File: src/rtl/tlbx_pkg.sv
package tlbx_pkg;

  typedef struct packed {
    logic load;
    logic bypass;
    logic userDeny;
    logic useAsid;
  } xlateCtl_t;

  localparam logic [11:0] EXC_NONE    = 12'h000;
  localparam logic [11:0] EXC_RD_MISS = 12'h040;
  localparam logic [11:0] EXC_WR_MISS = 12'h060;
  localparam logic [11:0] EXC_CLEAN   = 12'h080;
  localparam logic [11:0] EXC_PROT_RD = 12'h0A0;
  localparam logic [11:0] EXC_PROT_WR = 12'h0C0;
  localparam logic [11:0] EXC_MULTI   = 12'h140;

  function automatic logic [31:0] pageMask(input logic [1:0] sizeCode);
    case (sizeCode)
      2'd0:    pageMask = 32'h0000_03FF;
      2'd1:    pageMask = 32'h0000_0FFF;
      2'd2:    pageMask = 32'h0000_FFFF;
      default: pageMask = 32'h000F_FFFF;
    endcase
  endfunction

endpackage

File: src/rtl/tlbx_ctrl.sv
module tlbx_ctrl
  import tlbx_pkg::*;
(
  input  logic        clk,
  input  logic        rstN,
  input  logic        reqValid,
  input  logic [31:0] vaddr,
  input  logic        privMode,
  input  logic        xlateEn,
  input  logic        singleVirt,
  output xlateCtl_t   ctl,
  output logic        rspValid
);

  logic inFixed;
  logic inUserWin;

  assign inFixed   = (vaddr[31:30] == 2'b10) || (vaddr[31:29] == 3'b111);
  assign inUserWin = (vaddr >= 32'hE000_0000) && (vaddr <= 32'hE400_0000);

  always_comb begin
    ctl.load     = reqValid;
    ctl.bypass   = inFixed || !xlateEn;
    ctl.userDeny = inFixed && !privMode && !inUserWin;
    ctl.useAsid  = !singleVirt && !privMode;
  end

  always_ff @(posedge clk) begin
    if (!rstN) rspValid <= 1'b0;
    else       rspValid <= reqValid;
  end

  AST_RSP_AFTER_REQ: assert property (@(posedge clk) disable iff (!rstN)
    reqValid |=> rspValid);
  AST_NO_SPURIOUS_RSP: assert property (@(posedge clk) disable iff (!rstN)
    !reqValid |=> !rspValid);

endmodule

File: src/rtl/tlbx_datapath.sv
module tlbx_datapath
  import tlbx_pkg::*;
#(
  parameter int NUM_ENT = 4,
  parameter int ASID_W  = 8
) (
  input  logic                    clk,
  input  logic                    rstN,
  input  xlateCtl_t               ctl,
  input  logic [31:0]             vaddr,
  input  logic                    isWrite,
  input  logic                    isFetch,
  input  logic                    privMode,
  input  logic [ASID_W-1:0]       curAsid,
  input  logic [NUM_ENT-1:0]      entValid,
  input  logic [NUM_ENT*ASID_W-1:0] entAsid,
  input  logic [NUM_ENT-1:0]      entShared,
  input  logic [NUM_ENT*2-1:0]    entSize,
  input  logic [NUM_ENT*22-1:0]   entVpn,
  input  logic [NUM_ENT*19-1:0]   entPpn,
  input  logic [NUM_ENT*2-1:0]    entProt,
  input  logic [NUM_ENT-1:0]      entDirty,
  output logic [28:0]             paddr,
  output logic                    hit,
  output logic [11:0]             excCode
);

  localparam int VPN_W = 22;
  localparam int PPN_W = 19;
  localparam int IDX_W = (NUM_ENT > 1) ? $clog2(NUM_ENT) : 1;
  localparam int CNT_W = $clog2(NUM_ENT + 1);

  logic [NUM_ENT-1:0] matchVec;
  logic [31:0]        entMask [NUM_ENT];

  for (genvar i = 0; i < NUM_ENT; i++) begin : g_ent
    logic [31:0] base;
    logic        asidOk;
    assign entMask[i] = pageMask(entSize[2*i +: 2]);
    assign base       = {entVpn[VPN_W*i +: VPN_W], 10'b0};
    assign asidOk     = !ctl.useAsid || entShared[i] ||
                        (entAsid[ASID_W*i +: ASID_W] == curAsid);
    assign matchVec[i] = entValid[i] && asidOk &&
                         ((vaddr & ~entMask[i]) == (base & ~entMask[i]));
  end

  logic [CNT_W-1:0] matchCnt;
  logic [IDX_W-1:0] selIdx;

  always_comb begin
    matchCnt = '0;
    selIdx   = '0;
    for (int i = 0; i < NUM_ENT; i++) begin
      if (matchVec[i]) begin
        matchCnt = matchCnt + CNT_W'(1);
        selIdx   = IDX_W'(i);
      end
    end
  end

  logic [31:0]      selMask;
  logic [PPN_W-1:0] selPpn;
  logic [1:0]       selProt;
  logic             selDirty;

  assign selMask  = entMask[selIdx];
  assign selPpn   = entPpn[selIdx*PPN_W +: PPN_W];
  assign selProt  = entProt[selIdx*2 +: 2];
  assign selDirty = entDirty[selIdx];

  logic [28:0] nPaddr;
  logic        nHit;
  logic [11:0] nExc;

  always_comb begin
    nPaddr = '0;
    nHit   = 1'b0;
    nExc   = EXC_NONE;
    if (ctl.bypass) begin
      if (ctl.userDeny) nExc = isWrite ? EXC_WR_MISS : EXC_RD_MISS;
      else              nPaddr = vaddr[28:0];
    end else if (matchCnt == '0) begin
      nExc = isWrite ? EXC_WR_MISS : EXC_RD_MISS;
    end else if (matchCnt > CNT_W'(1)) begin
      nExc = EXC_MULTI;
    end else begin
      nHit   = 1'b1;
      nPaddr = ({selPpn, 10'b0} & ~selMask[28:0]) | (vaddr[28:0] & selMask[28:0]);
      if (isFetch && !isWrite) begin
        if (privMode && !selProt[1]) nExc = EXC_PROT_RD;
      end else if (!privMode && selProt[1]) begin
        nExc = isWrite ? EXC_PROT_WR : EXC_PROT_RD;
      end else if (isWrite && !selProt[0]) begin
        nExc = EXC_PROT_WR;
      end else if (isWrite && !selDirty) begin
        nExc = EXC_CLEAN;
      end
    end
  end

  always_ff @(posedge clk) begin
    if (!rstN) begin
      paddr   <= '0;
      hit     <= 1'b0;
      excCode <= EXC_NONE;
    end else if (ctl.load) begin
      paddr   <= nPaddr;
      hit     <= nHit;
      excCode <= nExc;
    end
  end

  AST_BYPASS_IDENT: assert property (@(posedge clk) disable iff (!rstN)
    ctl.load && ctl.bypass && !ctl.userDeny |=>
      (paddr == $past(vaddr[28:0])) && !hit && (excCode == EXC_NONE));
  AST_USER_DENY: assert property (@(posedge clk) disable iff (!rstN)
    ctl.load && ctl.userDeny |=>
      !hit && ((excCode == EXC_RD_MISS) || (excCode == EXC_WR_MISS)));
  AST_MISS_CODE: assert property (@(posedge clk) disable iff (!rstN)
    ctl.load && !ctl.bypass && (matchVec == '0) |=>
      !hit && (excCode == ($past(isWrite) ? EXC_WR_MISS : EXC_RD_MISS)));
  AST_MULTI_HIT: assert property (@(posedge clk) disable iff (!rstN)
    ctl.load && !ctl.bypass && !$onehot0(matchVec) |=>
      !hit && (excCode == EXC_MULTI));

endmodule

File: src/rtl/tlb_xlate.sv
module tlb_xlate
  import tlbx_pkg::*;
#(
  parameter int NUM_ENT = 4,
  parameter int ASID_W  = 8
) (
  input  logic                      clk,
  input  logic                      rstN,
  input  logic                      reqValid,
  input  logic [31:0]               vaddr,
  input  logic                      isWrite,
  input  logic                      isFetch,
  input  logic                      privMode,
  input  logic                      xlateEn,
  input  logic                      singleVirt,
  input  logic [ASID_W-1:0]         curAsid,
  input  logic [NUM_ENT-1:0]        entValid,
  input  logic [NUM_ENT*ASID_W-1:0] entAsid,
  input  logic [NUM_ENT-1:0]        entShared,
  input  logic [NUM_ENT*2-1:0]      entSize,
  input  logic [NUM_ENT*22-1:0]     entVpn,
  input  logic [NUM_ENT*19-1:0]     entPpn,
  input  logic [NUM_ENT*2-1:0]      entProt,
  input  logic [NUM_ENT-1:0]        entDirty,
  output logic                      rspValid,
  output logic [28:0]               paddr,
  output logic                      hit,
  output logic [11:0]               excCode
);

  xlateCtl_t ctl;

  tlbx_ctrl i_ctrl (
    .clk(clk), .rstN(rstN), .reqValid(reqValid), .vaddr(vaddr),
    .privMode(privMode), .xlateEn(xlateEn), .singleVirt(singleVirt),
    .ctl(ctl), .rspValid(rspValid)
  );

  tlbx_datapath #(.NUM_ENT(NUM_ENT), .ASID_W(ASID_W)) i_dp (
    .clk(clk), .rstN(rstN), .ctl(ctl), .vaddr(vaddr), .isWrite(isWrite),
    .isFetch(isFetch), .privMode(privMode), .curAsid(curAsid),
    .entValid(entValid), .entAsid(entAsid), .entShared(entShared),
    .entSize(entSize), .entVpn(entVpn), .entPpn(entPpn),
    .entProt(entProt), .entDirty(entDirty),
    .paddr(paddr), .hit(hit), .excCode(excCode)
  );

endmodule

File: config.mk
export PLATFORM = sky130hd
export DESIGN_NAME = tlb_xlate
export DESIGN_NICKNAME = d
export VERILOG_FILES = /design/src/rtl/tlbx_pkg.sv /design/src/rtl/tlbx_ctrl.sv /design/src/rtl/tlbx_datapath.sv /design/src/rtl/tlb_xlate.sv
export SDC_FILE = /design/constraint.sdc
export NUM_CORES = 1
export LEC_CHECK = 0
export BUFFER_PORTS_ARGS = -buffer_cell sky130_fd_sc_hd__buf_2
export CORE_ASPECT_RATIO = 0.7
export CORE_UTILIZATION = 30
export DETAILED_ROUTE_END_ITERATION = 6
export GPL_TIMING_DRIVEN = 0
export PLACE_DENSITY = 0.64
export SLEW_MARGIN = 10
export SYNTH_ARGS = -nofsm -noshare
export SYNTH_HDL_FRONTEND = slang
export SYNTH_SLANG_ARGS = --single-unit
File: constraint.sdc
create_clock -name clk -period 5.47 [get_ports clk]
set_clock_uncertainty 0.05 [all_clocks]
set_input_delay 0.2735 -clock clk [delete_from_list [all_inputs] [get_ports clk]]
set_output_delay 0.2735 -clock clk [all_outputs]
set_load 0.005 [all_outputs]
==> metrics, run 1 <==
largest net degree at the start of global routing=12; die width=146.1 um; CORE AREA=0.01405 mm^2; IO Count=315; Die Ht=102.9 um; area of placed instances=0.006040 mm^2; Mapped Area=0.004359 mm^2; Iter 0 DRT Violations=339; CTS H-Tree Depth=2; routed length per instance=18.19 um; Leak=2.953 nW; clk_lat worst skew=0.30 ns; max-slew violations=0; Yosys warnings=0; Die ar.=0.01502 mm^2; Critical Path Max Stage Delay=0.53 ns; Power Density=153.8 mW/mm^2; register bit total from synthesis=35; min-delay worst type=primary input to flip-flop; CP most frequent cell=ha_1; register area share after synthesis=16.07%; arrival time worst endpoint=5.29 ns; setup bufs post-CTS=0; min Tclk post-route=5.108 ns; ys async rst share=0%; ANT nets after route=0; I/O Buffers=283; met3 WL post-DR=1692 um; Nets=1165; status=completed; post-DP HPWL=16680 um; CP endpoint kind=flip-flop; wire length on met1=8947 um; met2 WL post-DR=8895 um; vias in the first global route=5099; critical path class=primary input to flip-flop; area share of the largest cell type after synthesis=16.07%; Num CTS Buffers=5; Initial Util=31.02%; Worst Tran Pin Value=1.178 ns; fmax=0.1958 GHz; share of cells above drive strength 1=36.48%; synthesis-to-finish area growth=43.14%; via count=5489; Slew HR=20.73%; top layer in use=met4; top_reg_cell synth=dfxtp_1; CTS tree=done; DR pass1 iterations=5; drt via density=5.078; Post-synth EDFFs=0; All-Layer GR Usage=25.05%; Synth area leaders=dfxtp_1 16%, xnor2_1 14%, xor2_1 10%; syn avg cell area=7.351 um^2; drc violations=0; crit path cell chain=clkbuf_1 > xor2_1 > nor4_1 > nand3_1 > nor4_4 > inv_2 > buf_1 > ha_1 > xnor2_1 > ha_1 > or2_2 > a31oi_1 > o211ai_2 > a211oi_2 > a21boi_0 > o21a_1; Hold Fails Final Rpt=0; # clock sinks=35; Routability Congestion=0.9226; VDD IR max=110.7 uV; synthesized netlist cell count=593; critical path's slowest cell=a211oi_2; unrepaired setup endpoints after global routing=false; # diodes=0; CTS root buf=clkbuf_16; GRT overflow=0; final instance area=0.006240 mm^2; period utilization=93.37%; endpoints failing setup=0; critical path peak fanout=10; first-pass GRT wire length=28230 um; CTS clk-pin slew, worst paths=0.06 ns; row count=36; Max Cap Violations=0; Req. time, crit path=5.66 ns; CP startpoint kind=primary input; Synth cell types=62; Synth area leader=dfxtp_1; Final Core Density=44.40%; wirelength, routed=19670 um; initial antenna violation count=0; final hold slack=0.1876 ns; Max Root-Sink Buffers=2; FILL cells=1541
-- layout by cell type, fill, tap and decap left out, types with 3 or more instances in the layout --
cell type,netlist,routed
dfxtp_1,35,35
clkbuf_16,0,5
a21o_1,10,10
conb_1,1,8
a21boi_0,6,6
nand2_1,58,58
nand3_1,16,16
mux2i_1,24,24
nand2b_1,4,4
nor2_1,18,18
a21oi_1,29,28
o41ai_1,3,3
nor3_1,9,9
o311a_1,3,3
o31a_1,4,4
o21a_1,9,9
buf_2,4,287
xor2_1,51,51
and2_1,7,7
nand4_1,19,19
o21ai_0,47,47
o2111ai_1,3,3
a211oi_1,5,5
ha_1,3,3
nand4b_1,3,3
inv_1,27,27
clkbuf_1,32,31
buf_6,4,4
xnor2_1,72,72
o221ai_1,7,7
nor4_1,21,19
buf_4,8,8
and3_1,4,4
a31oi_1,7,7
-- synthesized netlist by cell type, types with 10 or more instances --
master,count
a21o_1,10
a21oi_1,29
clkbuf_1,32
dfxtp_1,35
inv_1,27
mux2i_1,24
nand2_1,58
nand3_1,16
nand4_1,19
nor2_1,18
nor4_1,21
o21ai_0,47
xnor2_1,72
xor2_1,51
-- registers in the layout (all words and copies together) (netlist names) --
register	flops
i_ctrl.rspValid	1
i_dp.excCode	4
i_dp.hit	1
i_dp.paddr	29
-- where the power goes --
part | switching, mW | total [mW] | internal (mW)
Combinational | 0.172 | 0.337 | 0.164
Sequential | 0.00597 | 0.273 | 0.267
Clock | 0.123 | 0.350 | 0.227
-- cell families after synthesis --
logic type / after synthesis / share of synthesized area, %
muxes: 24 / 5.511
xor gates and xnor gates: 123 / 24.71
buffers and inverters: 78 / 8.209
and+or+nand+nor: 173 / 20.64
AOI/OAI and AO/OA: 156 / 23.91
other: 1 / 0.08603
DFF: 35 / 16.07
adders and majority gates: 3 / 0.8612
-- path summary, 6_finish.rpt --
| check | from | end | slack (ns) | cells after the start |
|---|---|---|---|---|
| worst min register to register | i_dp.paddr[9] | i_dp.paddr[9] | 0.40 | 2 |
| worst max register to register | i_dp.paddr[17] | i_dp.paddr[17] | 4.30 | 4 |
| worst min-delay path | vaddr[8] | i_dp.paddr[8] | 0.19 | 3 |
| worst max-delay path | vaddr[23] | i_dp.paddr[25] | 0.36 | 16 |
-- what timing repair did --
item	CTS	global route
setup endpoints to repair	20	15
resized for setup	2	4
hold buffers	0	0
-- stage by stage --
step | power, mW | std cells | setup TNS, ns | setup WS [ns]
final | 0.9600 | 1081 | 0 | 0.3624
after global routing | 1.007 | 1081 | 0 | 0.05830
after CTS | 0.9607 | 1081 | 0 | 0.1191
after detailed placement | 0.6118 | 1073 | -12.22 | -0.6592
after global placement | 0.6082 | 1073 | -16.78 | -0.7855
after floorplan | 0.4480 | 600 | 0 | 1.176
-- cell type report --
| type | count | area, um^2 | area share (%) |
|---|---|---|---|
| multi-input cells | 487 | 3352 | 53.72 |
| repair buffers | 283 | 1416 | 22.70 |
| flip-flops and latches | 35 | 700.7 | 11.23 |
| plain buffers | 50 | 254.0 | 4.071 |
| well taps | 190 | 237.7 | 3.810 |
| clock buffers | 6 | 138.9 | 2.226 |
| inverters | 28 | 105.1 | 1.684 |
| clock inverters | 2 | 35.03 | 0.5615 |
-- critical path: cells and delay by family --
family                     cells  cell delay, ns
and+or+nand+nor                4            1.46
buffers and inverters          3            0.96
adders and majority gates      2            0.77
xor gates and xnor gates       2            0.33
AOI/OAI and AO/OA              5            1.50
-- layer usage --
layer / GRT usage (%) / vias to the layer above
met3: 6.593 / 13
met5: 0 / -
met2: 43.25 / 239
li1: - / 2688
met1: 32.17 / 2549
met4: 3.766 / 0
No activity file was read; power rests on OpenSTA's default activity.
==> inputs of run 2 (changes only) <==
--- a/config.mk
+++ b/config.mk
@@ -7,9 +7,12 @@
 export LEC_CHECK = 0
 export BUFFER_PORTS_ARGS = -buffer_cell sky130_fd_sc_hd__buf_2
+export CELL_PAD_IN_SITES_DETAIL_PLACEMENT = 1
+export CELL_PAD_IN_SITES_GLOBAL_PLACEMENT = 1
 export CORE_ASPECT_RATIO = 0.7
-export CORE_UTILIZATION = 30
+export CORE_UTILIZATION = 28
+export CTS_CLUSTER_SIZE = 25
 export DETAILED_ROUTE_END_ITERATION = 6
 export GPL_TIMING_DRIVEN = 0
-export PLACE_DENSITY = 0.64
+export PLACE_DENSITY = 0.85
 export SLEW_MARGIN = 10
 export SYNTH_ARGS = -nofsm -noshare
==> constraint.sdc (replaced) <==
create_clock -name clk -period 5.47 [get_ports clk]
set_clock_uncertainty 0.05 [all_clocks]
set_input_delay 0.547 -clock clk [delete_from_list [all_inputs] [get_ports clk]]
set_output_delay 0.547 -clock clk [all_outputs]
set_load 0.005 [all_outputs]
==> metrics, run 2 (synthesized netlist as in run 1, its figures left out) <==
endpoints failing setup=0; flop2flop setup slack=4.27 ns; most frequent cells in the layout=287 x buf_2, 72 x xnor2_1, 58 x nand2_1; largest net degree at the start of global routing=12; area of the multi-input gates=0.003356 mm^2; post-DP HPWL=18720 um; Setup WS post-layout=0.3596 ns; vias in the first global route=5716; CORE AREA=0.01495 mm^2; Req. time, crit path=5.62 ns; Nets=1164; crit path cell chain=clkbuf_1 > xor2_1 > nor4_2 > nand3_1 > nor4_2 > inv_2 > ha_1 > xnor2_1 > ha_1 > or2_2 > a31oi_1 > o211ai_2 > a21oi_2 > o2111ai_1 > o221ai_1; worst r2r dst=i_dp.paddr[17]; via count=5639; Num CTS Buffers=5; unrepaired setup endpoints after global routing=false; min Tclk post-route=5.110 ns; CP startpoint kind=primary input; clk_lat worst skew=0.29 ns; Largest register FFs=29; All-Layer GR Usage=26.41%; hold depth=2; Worst Tran Pin Value=1.414 ns; Initial Util=29.15%; Routability Congestion=0.8400; I/O Buffers=283; Hold Path Origin=i_dp.paddr[1]; CTS clk-pin slew, worst paths=0.06 ns; fmax=0.1957 GHz; share of cells above drive strength 1=37.01%; registers with the most flip-flops=i_dp.paddr x29, i_dp.excCode x4; drt via density=5.197; wirelength, routed=21860 um; Leak=2.952 nW; routed length per instance=20.15 um; DP Worst Slack=-0.8182 ns; max-slew violations=0; drc violations=0; setup bufs post-CTS=0; min-delay worst type=flip-flop to flip-flop; storage element area=700.7 um^2; DR pass1 iterations=4; Die ar.=0.01608 mm^2; Power Density=152.7 mW/mm^2; critical path's slowest cell=nor4_2; Critical Path Max Stage Delay=0.55 ns; Bufs and invs on worst path=2; hold_buf cts=0; critical path peak fanout=16; worst r2r path cells=4; CTS tree=done; VDD IR max=102.0 uV; Hold Fails Final Rpt=0; commonest non-fill, non-tap cell in the layout=buf_2; status=completed; worst hold endpoint=i_dp.paddr[1]; Die Ht=106.4 um; critical path class=primary input to flip-flop; CTS root buf=clkbuf_16; first-pass GRT wire length=31650 um; IO Count=315; Max Cap Violations=0; ANT nets after route=0; Max Root-Sink Buffers=2; CTS H-Tree Depth=2; arrival time worst endpoint=5.26 ns; period utilization=93.43%; Reg with most FFs=i_dp.paddr; Reg-to-Reg Start=i_dp.paddr[17]; Fin Setup TNS=0 ns; CP top delay family=simple AND/OR/NAND/NOR gates; die width=151.1 um; Slew HR=4.846%; synthesis-to-finish area growth=43.20%; GRT overflow=0; Tot Pwr=0.9530 mW; row count=37; # clock sinks=35; initial antenna violation count=1; Iter 0 DRT Violations=269; CP endpoint kind=flip-flop; FILL cells=1981
run 2: power breakdown:
| part | internal, mW | switching [mW] |
|---|---|---|
| registers | 0.267 | 0.00647 |
| logic | 0.165 | 0.180 |
| clock network | 0.213 | 0.121 |
| total | 0.645 | 0.308 |
run 2: worst register-to-register path, delay by kind of cell (launching register included):
kind,cells,cell delay [ns]
DFF,1,0.32
and+or+nand+nor,2,0.36
AOI/OAI and AO/OA,2,0.37
run 2: per-stage QoR:
stage	cell area (um^2)	hold slack [ns]	utilization (%)	cells
after floorplan	4385	0.3888	-	600
after global placement	6046	0.3817	40.43	1078
after detailed placement	6046	0.3926	40.43	1078
after CTS	6225	0.4064	41.63	1085
after global routing	6242	0.4244	41.75	1085
final	6242	0.4061	41.75	1085
run 2: final cells by class:
cell class              instances  share of cell area (%)
clock buffers                   5                   2.004
repair buffers                283                   22.69
plain buffers                  49                   4.089
inverters                      28                   1.684
flip-flops and latches         35                   11.22
well taps                     195                   3.909
multi-input cells             487                   53.76
diodes                          1                 0.04009
clock inverters                 2                  0.6013
run 2: worst max-delay path by stage:
stage | startpoint | end | slack, ns | cells after the start
2_1_floorplan | vaddr[25] | i_dp.paddr[12] | 0.90 | 16
3_3_place_gp | vaddr[26] | i_dp.paddr[12] | -0.70 | 16
3_5_place_dp | vaddr[26] | i_dp.paddr[15] | -0.82 | 16
4_1_cts | vaddr[26] | i_dp.paddr[25] | 0.03 | 16
5_1_grt | vaddr[30] | i_dp.paddr[15] | 0.15 | 15
6_report | vaddr[30] | i_dp.paddr[15] | 0.36 | 15
run 2: timing repair:
| action | CTS | global route |
|---|---|---|
| resized for setup | 3 | 12 |
| endpoints found under the setup margin | 31 | 16 |
| hold endpoints to repair | 0 | 0 |
run 2: routing by layer:
metal  track usage, %  vias to the layer above  wire length [um]
met1            34.11                     2699              9739
met4            4.571                        0               272
met5                0                        -                 0
li1                 -                     2694                 -
met3            5.579                       23              1684
met2            45.18                      223             10160
==> inputs of run 3 (changes only) <==
clock period = 5.63 ns   (was 5.47 ns; I/O delays follow)
==> metrics, run 3 (synthesized netlist as in run 1, its figures left out) <==
DR pass1 iterations=4; CP endpoint kind=flip-flop; Setup WS post-layout=0.2018 ns; CORE AREA=0.01495 mm^2; clk_lat worst skew=0.29 ns; critical path's slowest cell=a211oi_2; FILL cells=1981; CTS clk-pin slew, worst paths=0.06 ns; CTS tree=done; die width=151.1 um; Req. time, crit path=5.82 ns; Die Ht=106.4 um; DP Worst Slack=-0.6742 ns; status=completed; final instance area=0.006238 mm^2; Nets=1165; largest net degree at the start of global routing=12; vias in the first global route=5712; Max Cap Violations=0; min-delay worst type=flip-flop to flip-flop; unrepaired setup endpoints after global routing=false; period utilization=96.42%; Leak=2.953 nW; GRT overflow=0; hold_buf cts=0; wirelength, routed=21930 um; synthesis-to-finish area growth=43.11%; area of placed instances=0.006046 mm^2; storage element area=700.7 um^2; Hold Path Origin=i_dp.paddr[1]; routed length per instance=20.19 um; CP startpoint kind=primary input; All-Layer GR Usage=26.39%; initial antenna violation count=1; Initial Util=29.15%; Reg-to-Reg Start=i_dp.paddr[17]; Routability Congestion=0.8400; area of the multi-input gates=0.003348 mm^2; flop2flop setup slack=4.44 ns; Num CTS Buffers=5; first-pass GRT wire length=31630 um; # clock sinks=35; critical path class=primary input to flip-flop; Max Root-Sink Buffers=2; min Tclk post-route=5.428 ns; max-slew violations=0; ANT nets after route=0; VDD IR max=99.95 uV; Iter 0 DRT Violations=286; row count=37; Power Density=148.6 mW/mm^2; Largest register FFs=29; Reg with most FFs=i_dp.paddr; most frequent cells in the layout=287 x buf_2, 72 x xnor2_1, 58 x nand2_1; Crit. Startpoint=vaddr[27]; Tot Pwr=0.9273 mW; Slew HR=18.97%; arrival time worst endpoint=5.62 ns; drc violations=0; CTS root buf=clkbuf_16; registers with the most flip-flops=i_dp.paddr x29, i_dp.excCode x4; Worst Tran Pin Value=1.204 ns; Critical Path Max Stage Delay=0.50 ns; IO Count=315; commonest non-fill, non-tap cell in the layout=buf_2; I/O Buffers=283; setup bufs post-CTS=0; endpoints failing setup=0; critical path peak fanout=10; via count=5681; CTS H-Tree Depth=2; Fin Setup TNS=0 ns; share of cells above drive strength 1=36.97%; post-DP HPWL=18720 um; drt via density=5.231; Hold Fails Final Rpt=0; crit path cell chain=clkbuf_1 > xor2_1 > nor4_1 > nand3_1 > nor4_2 > inv_2 > buf_1 > ha_1 > xnor2_1 > ha_1 > xnor2_1 > nand2_1 > nor4_2 > o211ai_2 > a211oi_2 > a21boi_0 > o21a_1; final hold slack=0.4045 ns; Die ar.=0.01608 mm^2; fmax=0.1842 GHz
## run 3: metal layers
layer	wire length, um	vias to the layer above	global-route usage (%)
met1	9635	2729	34.11
met5	0	-	0
met2	10260	238	45.12
li1	-	2691	-
met3	1754	23	5.579
met4	274	0	4.571
## run 3: timing repair
| item | in CTS | in global routing |
|---|---|---|
| setup endpoints to repair | 20 | 12 |
| gates resized for setup | 2 | 12 |
| cloned | 0 | 0 |
## run 3: critical path: cells and delay by family
family	cells	cell delay, ns
simple gates	5	1.46
compound gates	4	1.23
buf+inv	3	0.98
fa+ha+maj	2	0.78
xor+xnor	3	0.59
## run 3: area by class of cell
type                            instances  share of cell area, %
Buffer                                 50                  4.152
Timing Repair Buffer                  283                  22.70
Tap cell                              195                  3.911
Inverter                               28                  1.685
Clock buffer                            5                  2.006
Sequential cell                        35                  11.23
Clock inverter                          2                 0.6017
Antenna cell                            1                0.04011
Multi-Input combinational cell        487                  53.67
## run 3: path summary, 6_finish.rpt
check                                 endpoint  cells after the start
worst min register to register   i_dp.paddr[1]                      2
worst max-delay path            i_dp.paddr[25]                     17
worst min-delay path             i_dp.paddr[1]                      2
worst max register to register  i_dp.paddr[17]                      4
## run 3: metrics by stage
stage | cells | utilization [%]
2_1_floorplan | 600 | -
3_3_place_gp | 1078 | 40.43
3_5_place_dp | 1078 | 40.43
4_1_cts | 1085 | 41.60
5_1_grt | 1086 | 41.72
6_report | 1086 | 41.72
## run 3: report_power, final
group / switching, mW / total, mW / internal (mW) / leakage [nW]
Clock: 0.119 / 0.326 / 0.207 / 0.0759
Combinational: 0.175 / 0.335 / 0.160 / 2.59
Sequential: 0.00635 / 0.266 / 0.260 / 0.286
